$ cat config.mk
export PLATFORM = sky130hd
export DESIGN_NAME = vtap_mux
export DESIGN_NICKNAME = d
export VERILOG_FILES = /design/src/rtl/vtap_mux.sv
export SDC_FILE = /design/constraint.sdc
export NUM_CORES = 1
export LEC_CHECK = 0
export CORE_AREA = 2 2 131 133
export CTS_CLUSTER_DIAMETER = 120
export CTS_CLUSTER_SIZE = 40
export DETAILED_ROUTE_END_ITERATION = 6
export DIE_AREA = 0 0 133 135
export MAX_ROUTING_LAYER = met4
export PLACE_DENSITY = 0.84
export SLEW_MARGIN = 30
export SYNTH_ARGS = -nofsm -noshare
export SYNTH_HDL_FRONTEND = slang
export SYNTH_SLANG_ARGS = --single-unit
$ cat constraint.sdc
create_clock -name tck -period 2.35 [get_ports tck]
set_input_delay 0.47 -clock tck [delete_from_list [all_inputs] [get_ports tck]]
set_output_delay 0.47 -clock tck [all_outputs]
set_load 0.05 [all_outputs]
$ cat src/rtl/vtap_mux.sv
module vtap_mux #(
  parameter int NCORES = 3,
  parameter int AW = 16,
  parameter int IRW = 8,
  parameter int IDW = 32,
  parameter logic [IRW-1:0] IR_CAPTURE = 1
) (
  input  logic                    tck,
  input  logic                    rst_n,
  input  logic                    sel_addr,
  input  logic                    sel_ir,
  input  logic                    sel_dr,
  input  logic                    capture,
  input  logic                    shift,
  input  logic                    update,
  input  logic                    tdi,
  output logic                    tdo,
  output logic [AW-1:0]           cur_addr,
  output logic [NCORES*IRW-1:0]   core_ir,
  output logic [NCORES-1:0]       core_capture,
  output logic [NCORES-1:0]       core_shift,
  output logic [NCORES-1:0]       core_update,
  output logic                    core_tdi,
  input  logic [NCORES-1:0]       core_tdo,
  input  logic [NCORES*IDW-1:0]   core_id
);
  localparam int EW = AW + NCORES * IDW;
  localparam logic [AW-1:0] NC = AW'(NCORES);

  logic [AW-1:0]     addr_sr, addr_q;
  logic [IRW-1:0]    ir_sr;
  logic [EW-1:0]     enum_sr;
  logic              byp;
  logic [NCORES-1:0] hit;

  wire is_enum = addr_q == '0;
  wire live    = addr_q <= NC;
  wire any_sel = sel_ir | sel_dr;

  always_ff @(posedge tck or negedge rst_n)
    if (!rst_n) begin
      addr_sr <= '0;
      addr_q  <= '0;
    end else if (sel_addr) begin
      if (capture)     addr_sr <= addr_q;
      else if (shift)  addr_sr <= {tdi, addr_sr[AW-1:1]};
      else if (update) addr_q  <= addr_sr;
    end

  always_ff @(posedge tck or negedge rst_n)
    if (!rst_n)                  ir_sr <= '0;
    else if (sel_ir && live) begin
      if (capture)    ir_sr <= IR_CAPTURE;
      else if (shift) ir_sr <= {tdi, ir_sr[IRW-1:1]};
    end

  always_ff @(posedge tck or negedge rst_n)
    if (!rst_n)                           enum_sr <= '0;
    else if (sel_dr && is_enum) begin
      if (capture)    enum_sr <= {core_id, NC};
      else if (shift) enum_sr <= {tdi, enum_sr[EW-1:1]};
    end

  always_ff @(posedge tck or negedge rst_n)
    if (!rst_n)                    byp <= 1'b0;
    else if (any_sel && !live) begin
      if (capture)    byp <= 1'b0;
      else if (shift) byp <= tdi;
    end

  for (genvar g = 0; g < NCORES; g++) begin : g_core
    logic [IRW-1:0] ir_q;
    assign hit[g] = addr_q == AW'(g + 1);
    always_ff @(posedge tck or negedge rst_n)
      if (!rst_n)                           ir_q <= '0;
      else if (sel_ir && update && hit[g])  ir_q <= ir_sr;
    assign core_ir[g*IRW +: IRW] = ir_q;
  end

  assign core_capture = {NCORES{sel_dr & capture}} & hit;
  assign core_shift   = {NCORES{sel_dr & shift}} & hit;
  assign core_update  = {NCORES{sel_dr & update}} & hit;
  assign core_tdi     = tdi;
  assign cur_addr     = addr_q;

  always_comb begin
    tdo = 1'b0;
    if (sel_addr)    tdo = addr_sr[0];
    else if (sel_ir) tdo = live ? ir_sr[0] : byp;
    else if (sel_dr) tdo = !live ? byp : is_enum ? enum_sr[0] : |(core_tdo & hit);
  end
endmodule

# --- After elaboration in Yosys (flattened, before gate mapping) ---
# Index checks and enable logic that the tools add are counted.
totals:
  register_bits: 177
  in_bits: 108
  out_inout_bits: 51
  elab_cells: 52
op_classes:
  n_lt_le_gt_ge: 1
  eq_ne: 3
  n_mux: 14
  n_bitwise: 10
  reduce_logical: 16
ops:
  columns: ["cell", "count"]
  rows:
  - ["two-way mux 112 bit", 2]
  - ["== test 16 x 2 -> 1 bit (second input constant)", 2]
  - ["two-way mux 16 bit", 2]
  - ["== test 16 x 1 -> 1 bit (second input constant)", 1]
  - ["<= comparator 16 x 2 -> 1 bit (second input constant)", 1]
  - ["logical NOT 16 bit", 1]
  - ["two-way mux 8 bit", 2]
  - ["AND 3 bit", 4]
  - ["two-way mux 1 bit", 8]
  - ["AND reduction 2 bit", 4]
  - ["logical AND 1 bit", 7]
  - ["AND reduction 4 bit", 1]
  - ["AND 1 bit", 3]
  - ["OR reduction 3 bit", 1]
  - ["inverter 1 bit", 2]
  - ["nonzero test 2 bit", 1]
  - ["logical NOT 1 bit", 1]
  - ["bitwise OR 1 bit", 1]

# --- Depth between registers and ports, before layout ---
# Gate-level depths: netlist (run 1).
logic_depth:
  depth_word: 8
  depth_mapped: 7
  depth_no_buf: 4

# --- Least setup slack after synthesis (run 1) ---
# No wires, ideal clock.
synth_timing:
  kind: "reg2out"
  from: "register addr_q[2] (netlist: cur_addr[2])"
  to: "output port core_capture[1]"
  t_arrival_ps: 2405
  required_ps: 1880
  path_slack_ps: -525
  stages_incl_launch_ff: 6
  n_path_buf: 1
  path_cell_list: "dfrtp_1 -> nor4_2 -> nand4_2 -> buf_2 -> or3_1 -> nor2_1"
synth_via:
  elab_chain_cells: 2
synth_rtl:
  columns: ["element", "line", "text"]
  rows:
  - ["start: declaration", "30", "logic [AW-1:0] addr_sr, addr_q;"]
  - ["start signal: assignment", "47", "else if (update) addr_q <= addr_sr;"]
  - ["== test 16 x 2 -> 1 bit", "73", "assign hit[g] = addr_q == AW'(g + 1);"]
  - ["AND 3 bit", "80", "assign core_capture = {NCORES{sel_dr & capture}} & hit;"]
  - ["end: declaration", "20", "output logic [NCORES-1:0] core_capture,"]
# No other way between the ends.

# --- Final worst setup path (run 1) ---
layout_timing:
  from: "register addr_q[12] (netlist: cur_addr[12])"
  to: "output port core_capture[1]"
# Same word-level chain as after synthesis.

==> flow_summary.toml, run 1 <==
[floorplanning]
die_w_um = 133
initial_core_util_pct = 52.4
core-area_um2 = 16400
die_area_um2 = 18000
rows = 47
die_y_um = 135
boundaryPins = 159

[clock_network]
insertion_delay_ns = 0.41
cts_hold_buf = 0
clk_pin_slew_ns = 0.06
clock-sinks = 177
cts_tree = "done"
cts_root_buf = "clkbuf_16"
numCtsBuffers = 17
ctsLongestPathBuffers = 2
htreeDepth = 4

[sta]
fin_ws_ns = -0.188
fin_crit_sh_pct = 108
slew_headroom_pct = 53.6
fmax_mhz = 394
fin_worst_skew_ns = 0.00852
maxSlewViolCount = 0
finalHoldViolCount = 0
holdWs_ns = 0.00556
period_needed_ns = 2.54
rsz0062_at_grt = "true"
tightest_slew_ns = 0.689
setup_viol = 10

[critical_path]
worstReg2RegEnd = "enum_sr[67]$_DFFE_PN0P_"
cp-end-kind = "output port"
worst-path-max-fanout = 3
crit_required_ns = 1.88
critical_path_class = "reg2out"
cp_cell_sequence = "nor4_4, nand4_2, or3_4, nor2_4, buf_12"
r2r-start = "cur_addr[12]$_DFFE_PN0P_"
critPathArrivalTime_ns = 2.07
ff2ff_setup_slack_ns = 0.08
slowest_stage = "dfrtp_2"
max_stage_delay_ns = 0.43
ff2ff_path_depth = 6
cp.buffers_inverters = 1
start_kind = "flip-flop"
crit_family = "simple AND/OR/NAND/NOR gates"

[place]
portBuffers = 158
place.gp.congestion = 0.859
place_hpwl_mm = 12.8

[outcome]
status = "finished, violations left"
violations = "setup timing"

[synthesis]
yosys_warnings = 0
synthCells = 602
synthesis.nets = 710
synth-edff-count = 0
ys_top_cells_by_area = "dfrtp_1, mux2_2, mux2_4"
yosysTopAreaCell = "dfrtp_1"
syn_area_um2 = 8600
synth.most_common_cell = "dfrtp_1"
yosys.area.top_type_share_pct = 51.5
synth_common_cells = "dfrtp_1, mux2_2, mux2_4"
avgSynthCellArea_um2 = 14.3
synthArstFlopShare_pct = 100
synth_ff_type = "dfrtp_1"
synth_cell_types = 34
yosysSeqAreaShare_pct = 51.5
synth_seq_cells = 177

[global_route]
grt_use_total_pct = 22.0
antenna_found_initial = 0
grt.overflow.total = 0
grt_max_degree = 57
grt_pass1_wl_mm = 30.4
first_global_vias = 5921

[min_path]
hp-class = "in2async"

[drt]
num_vias = 5330
routedWlPerCell_um = 18.1
detail-route-antenna-nets = 0
vias_per_cell = 5.31
drtIter0Drc = 217
first_pass_iters = 4
route.detailed.drc = 0
finalWirelength_mm = 18.2

[power]
p_leak_nw = 5.21
ir_drop_mv = 0.716
power.density_nw_per_um2 = 1010
totalPowerFinal_mw = 11.5

[final_layout]
drive_gt1_share_pct = 45.0
area_growth_pct = 32.3
diodes = 0
nets = 880

[job]
maxCapViolCount = 0
==> layout make-up <==
cell class                      count  area [um2]
Clock inverter                     10        87.6
Timing Repair Buffer              190        2040
Sequential cell                   177        4440
Clock buffer                       21         460
Inverter                            4        15.0
Fill cell                        1071        5020
Multi-Input combinational cell    382        4060
Tap cell                          220         275
==> state kept, by name, summed over array words and instances, names as in the netlist <==
name         count
cur_addr        16
g_core.ir_q     24
addr_sr         16
byp              1
ir_sr            8
enum_sr        112
==> repair_timing <==
item | 4_1_cts | 5_1_grt
resized for setup | 9 | 1
cloned | 0 | 0
endpoints found under the setup margin | 10 | 11
endpoints found under the hold margin | 0 | 0
pin swaps | 4 | 4
buffers inserted | 3 | 4
==> worst max path at each step <==
stage                        startpoint              end  slack (ns)  cells past startpoint
2_1_floorplan  cur_addr[11]$_DFFE_PN0P_  core_capture[1]       -0.03                      5
3_3_place_gp                core_tdo[2]              tdo       -0.09                      6
3_5_place_dp                core_tdo[2]              tdo       -0.12                      6
4_1_cts        cur_addr[11]$_DFFE_PN0P_  core_capture[1]       -0.20                      5
5_1_grt        cur_addr[12]$_DFFE_PN0P_    core_shift[1]       -0.25                      5
6_report       cur_addr[12]$_DFFE_PN0P_  core_capture[1]       -0.19                      5
==> power breakdown <==
group | switching (mW) | leakage (nW) | internal (mW)
Sequential | 0.687 | 2.24 | 4.12
Combinational | 1.62 | 2.70 | 2.41
Clock | 1.14 | 0.268 | 1.50
==> cell usage in the layout, fill, tap and decap left out, types with 2 or more instances in the layout <==
| cell type | instances |
|---|---|
| clkinvlp_4 | 2 |
| dfrtp_1 | 166 |
| nor2b_1 | 14 |
| nor2_4 | 9 |
| o21ai_0 | 32 |
| mux2_4 | 78 |
| clkbuf_1 | 2 |
| clkbuf_16 | 17 |
| buf_4 | 23 |
| dfrtp_2 | 11 |
| clkinv_2 | 5 |
| nand2b_1 | 7 |
| nand3_4 | 2 |
| clkdlybuf4s50_1 | 144 |
| buf_12 | 19 |
| mux2_2 | 166 |
| clkbuf_8 | 2 |
| nand2_1 | 26 |
| nor4_4 | 4 |
| buf_6 | 3 |
| clkinv_4 | 2 |
| mux2i_1 | 19 |
| inv_1 | 4 |
| nor2_1 | 8 |
==> through the flow <==
stage / util [%] / std cells / setup TNS (ns) / worst slack [ns] / area [um2]
final: 69.4 / 1004 / -1.06 / -0.188 / 11400
after global routing: 69.4 / 1004 / -1.77 / -0.250 / 11400
after CTS: 69.2 / 1000 / -1.16 / -0.204 / 11300
after detailed placement: 65.4 / 966 / -0.121 / -0.121 / 10700
after global placement: 65.4 / 966 / -0.0928 / -0.0928 / 10700
after floorplan: - / 602 / -0.0764 / -0.0255 / 8720
==> kinds of logic (layout without fill, tap and decap cells) <==
kind of cell,after synthesis,count (layout),share of synthesized area [%]
and+or+nand+nor,82,82,5.73
muxes,264,264,37.8
AOI/OAI and AO/OA,36,36,2.17
DFF,177,177,51.5
buffers and inverters,43,225,2.81
==> per-layer routing <==
layer  vias to the layer above  GRT usage (%)  wire length, um  part of all wire [%]
met5                         -              -                0                     0
met4                         0           6.75              297                   1.6
met3                        21           4.17              575                   3.2
met2                       134           38.3             9700                    53
met1                      2696           26.1             7650                    42
li1                       2479              -                -                     -
Power figures use the tool's default switching activity.
==> inputs of run 2 (changes only) <==
PLACE_DENSITY = default   (was 0.84)
PLACE_DENSITY_LB_ADDON = 0.08   (was default)
==> flow_summary.toml, run 2 (synthesized netlist as in run 1, its figures left out) <==
[outcome]
status = "finished, violations left"
violations = "setup timing"

[critical_path]
critPathArrivalTime_ns = 2.09
cp-end-kind = "output port"
r2r-start = "cur_addr[13]$_DFFE_PN0P_"
worstReg2RegEnd = "enum_sr[70]$_DFFE_PN0P_"
crit_required_ns = 1.88
worst-path-max-fanout = 6
start_kind = "flip-flop"
ff2ff_path_depth = 6
critical_path_class = "reg2out"
ff2ff_setup_slack_ns = 0.11

[drt]
route.detailed.drc = 0
routedWlPerCell_um = 17.2
num_vias = 5264
detail-route-antenna-nets = 0
drtIter0Drc = 271
vias_per_cell = 5.28
first_pass_iters = 5
finalWirelength_mm = 17.1

[power]
ir_drop_mv = 0.617
p_leak_nw = 5.19
totalPowerFinal_mw = 11.7
power.density_nw_per_um2 = 1030

[global_route]
met3_usage_pct = 4.62
grt-busiest-layer = "met2"
antenna_found_initial = 0
grt_pass1_wl_mm = 29.4
grt_max_degree = 66
use_met1_pct = 27.5
grt_use_total_pct = 21.1
first_global_vias = 5778
gr-usage-met2_pct = 33.5
grt.overflow.total = 0

[place]
dp_slack_ns = -0.199
place.gp.congestion = 0.793
portBuffers = 158
place_hpwl_mm = 11.9
placed_cell_area_um2 = 10700
placed_cells = 962

[sta]
fin_worst_skew_ns = 0.00950
fmax_mhz = 390
finalHoldViolCount = 0
maxSlewViolCount = 0
fin_crit_sh_pct = 109
period_needed_ns = 2.56
tightest_slew_ns = 0.542
fin_ws_ns = -0.211
slew_headroom_pct = 63.7
rsz0062_at_grt = "true"
setup_viol = 10

[final_layout]
reg_top3 = "enum_sr (112), g_core.ir_q (24)"
area_growth_pct = 32.2
top_register = "enum_sr"
diodes = 0
final_cells = 997
nets = 873
fillers = 1126
postLayoutCellArea_um2 = 11400
layout_common_cells = "mux2_2, dfrtp_1, clkdlybuf4s50_1, mux2_4, o21ai_0"
largest_reg_flops = 112
multi_input_comb_area_um2 = 4070
drive_gt1_share_pct = 44.5
regArea_um2 = 4440

[floorplanning]
die_area_um2 = 18000
die_w_um = 133
core-area_um2 = 16400
die_y_um = 135
rows = 47
boundaryPins = 159
initial_core_util_pct = 52.4

[clock_network]
numCtsBuffers = 17
insertion_delay_ns = 0.42
clk_pin_slew_ns = 0.07
cts_tree = "done"
htreeDepth = 4
cts_root_buf = "clkbuf_16"
clock-sinks = 177
ctsLongestPathBuffers = 2

[min_path]
hp-class = "in2async"

[job]
maxCapViolCount = 0
## run 2: worst max-delay path, cell delays in order, from the launching register on
cell     delay [ns]
dfrtp_2        0.43
nor4_4         0.35
and4_4         0.36
nor4b_1        0.07
a211o_2        0.30
buf_6          0.16
## run 2: final cells by class
type	instances	share of cell area, %
clock buffers	22	4.08
inverters	4	0.132
well taps	220	2.42
repair buffers	183	17.2
clock inverters	9	1.37
multi-input cells	382	35.8
flip-flops and latches	177	39.1
## run 2: where the power goes
group | internal (mW) | total (mW) | switching (mW)
Combinational | 2.40 | 4.02 | 1.62
Clock | 1.83 | 2.97 | 1.14
Sequential | 4.12 | 4.76 | 0.637
Total | 8.35 | 11.7 | 3.39
## run 2: per-stage QoR
step           setup TNS [ns]  utilization [%]  hold WS (ns)
5_1_grt                 -1.93             69.3         0.436
3_5_place_dp           -0.199             65.1         0.297
2_1_floorplan         -0.0764                -         0.174
4_1_cts                 -1.92             69.1         0.416
6_report                -1.46             69.3         0.427
3_3_place_gp           -0.214             65.1         0.296
## run 2: how the worst max path moves through the flow
stage / cells past startpoint / end / startpoint / slack [ns]
6_report: 5 / tdo / cur_addr[13]$_DFFE_PN0P_ / -0.21
3_3_place_gp: 6 / tdo / core_tdo[2] / -0.21
2_1_floorplan: 5 / core_capture[1] / cur_addr[11]$_DFFE_PN0P_ / -0.03
4_1_cts: 5 / core_capture[1] / cur_addr[13]$_DFFE_PN0P_ / -0.22
3_5_place_dp: 6 / tdo / core_tdo[0] / -0.20
5_1_grt: 5 / core_capture[1] / cur_addr[13]$_DFFE_PN0P_ / -0.25
## run 2: repair_timing
item	CTS	global route
hold buffers	1	0
setup buffers	1	2
gates resized for setup	7	4
setup endpoints to repair	10	10
pin swaps	3	8
cloned	0	0
hold endpoints to repair	10	0
## run 2: routing by layer
layer,vias up,part of all wire [%]
li1,2464,-
met1,2651,44
met2,129,50
met3,20,4.2
met4,0,1.5
met5,-,0
==> inputs of run 3 (changes only) <==
==> constraint.sdc (replaced) <==
create_clock -name tck -period 2.35 [get_ports tck]
set_input_delay 0.47 -clock tck [delete_from_list [all_inputs] [get_ports tck]]
set_output_delay 0.47 -clock tck [all_outputs]
set_load 0.01 [all_outputs]
==> flow_summary.toml, run 3 (synthesized netlist as in run 1, its figures left out) <==
[drt]
num_vias = 5403
drtIter0Drc = 182
route.detailed.drc = 0
routedWlPerCell_um = 17.6
detail-route-antenna-nets = 0
first_pass_iters = 4
vias_per_cell = 5.31
finalWirelength_mm = 17.9

[global_route]
grt_use_total_pct = 21.9
grt_max_degree = 61
grt_pass1_wl_mm = 30.2
antenna_found_initial = 0
grt.overflow.total = 0
first_global_vias = 5896

[final_layout]
final_common_cell = "dfrtp_1"
top_register = "enum_sr"
final_cells = 1018
fillers = 1155
reg_top3 = "enum_sr (112), g_core.ir_q (24)"
drive_gt1_share_pct = 44.5
diodes = 0
layout_common_cells = "dfrtp_1, mux2_2, clkdlybuf4s50_1, mux2_4, buf_4"
postLayoutCellArea_um2 = 11400
nets = 895
area_growth_pct = 32.8
largest_reg_flops = 112

[power]
ir_drop_mv = 0.594
p_leak_nw = 5.30
switching_share_pct = 26.6
power.density_nw_per_um2 = 1020
clockPowerShare_pct = 26.3
p_seq_share_pct = 40.8
internal_power_mw = 8.53
power_frac_comb_pct = 32.9
p_sw_mw = 3.09

[sta]
fin_ws_ns = -0.102
rsz0062_at_grt = "true"
fmax_mhz = 408
setup_viol = 10
maxSlewViolCount = 0
setup_tns_ns = -0.366
slew_headroom_pct = 64.1
fin_crit_sh_pct = 104
finalHoldViolCount = 0
period_needed_ns = 2.45
tightest_slew_ns = 0.538
fin_worst_skew_ns = 0.0149
holdWs_ns = 0.00376

[critical_path]
cp-end-kind = "output port"
slowest_stage = "dfrtp_1"
crit_family = "simple AND/OR/NAND/NOR gates"
critical_path_class = "reg2out"
max_stage_delay_ns = 0.41
worst-path-max-fanout = 2
ff2ff_setup_slack_ns = 0.08
critPathArrivalTime_ns = 1.98
cp.buffers_inverters = 1
r2r-start = "cur_addr[2]$_DFFE_PN0P_"
ff2ff_path_depth = 8
cp_cell_sequence = "nor4_4, and4_4, nor4b_4, a211o_1, buf_2"
start_kind = "flip-flop"
worstReg2RegEnd = "enum_sr[15]$_DFFE_PN0P_"
cp-startpoint = "cur_addr[2]$_DFFE_PN0P_"
crit_required_ns = 1.88

[place]
place.gp.congestion = 0.803
dp_slack_ns = -0.436
placed_cell_area_um2 = 10700
place_hpwl_mm = 12.5
placed_cells = 986
portBuffers = 158

[floorplanning]
rows = 47
die_area_um2 = 18000
die_y_um = 135
initial_core_util_pct = 52.4
core-area_um2 = 16400
boundaryPins = 159
die_w_um = 133

[clock_network]
clk_pin_slew_ns = 0.07
cts_hold_buf = 0
numCtsBuffers = 17
insertion_delay_ns = 0.43
cts_tree = "done"
clock-sinks = 177
ctsLongestPathBuffers = 2
htreeDepth = 4
cts_root_buf = "clkbuf_16"

[outcome]
status = "finished, violations left"
violations = "setup timing"

[min_path]
hp-class = "in2async"

[job]
maxCapViolCount = 0
run 3: cell count changes in the layout (fill, tap and decap cells not counted), moves of 2 or more:
| cell | previous run | this run |
|---|---|---|
| nor2_4 | 9 | 0 |
| buf_4 | 18 | 34 |
| buf_2 | 0 | 10 |
| nor2_2 | 0 | 8 |
| clkdlybuf4s50_1 | 144 | 146 |
| dfrtp_2 | 11 | 0 |
| buf_12 | 16 | 12 |
| dfrtp_1 | 166 | 177 |
run 3: metal layers:
layer / wire (um) / vias to the layer above / track usage, %
met3: 710 / 16 / 4.88
met1: 7820 / 2761 / 28.0
met2: 9180 / 108 / 35.6
met4: 189 / 0 / 5.56
li1: - / 2518 / -
met5: 0 / - / -
run 3: per-stage QoR:
| step | power [mW] | util [%] |
|---|---|---|
| 5_1_grt | 12.3 | 69.6 |
| 3_5_place_dp | 8.45 | 65.3 |
| 2_1_floorplan | 7.26 | - |
| 3_3_place_gp | 8.26 | 65.3 |
| 4_1_cts | 11.7 | 69.5 |
| 6_report | 11.6 | 69.6 |
run 3: area by class of cell:
cell class	instances	area, um2	area share, %
Inverter	4	15.0	0.131
Sequential cell	177	4430	38.8
Tap cell	220	275	2.41
Clock inverter	10	184	1.61
Timing Repair Buffer	205	2040	17.9
Clock buffer	20	447	3.91
Multi-Input combinational cell	382	4030	35.3
run 3: worst max-delay path by stage:
stage,endpoint,slack (ns),cells past startpoint
floorplan,core_capture[1],0.17,5
global placement,tdo,-0.46,6
detailed placement,tdo,-0.44,6
CTS,core_capture[1],-0.14,5
global route,tdo,-0.19,5
finish,tdo,-0.10,5
run 3: power groups by stage:
| stage | combinational (mW) | sequential [mW] | clock (mW) |
|---|---|---|---|
| finish | 3.82 | 4.74 | 3.06 |
| CTS | 3.87 | 4.74 | 3.11 |
| global placement | 3.57 | 4.69 | 0 |
| floorplan | 2.65 | 4.62 | 0 |
| global route | 4.12 | 4.89 | 3.25 |
| detailed placement | 3.69 | 4.77 | 0 |
run 3: timing repair:
action                                  CTS  global route
endpoints found under the setup margin   10            26
pin swaps                                11             7
endpoints found under the hold margin     0             0
setup buffers                             3             0
gates resized for setup                  56             5
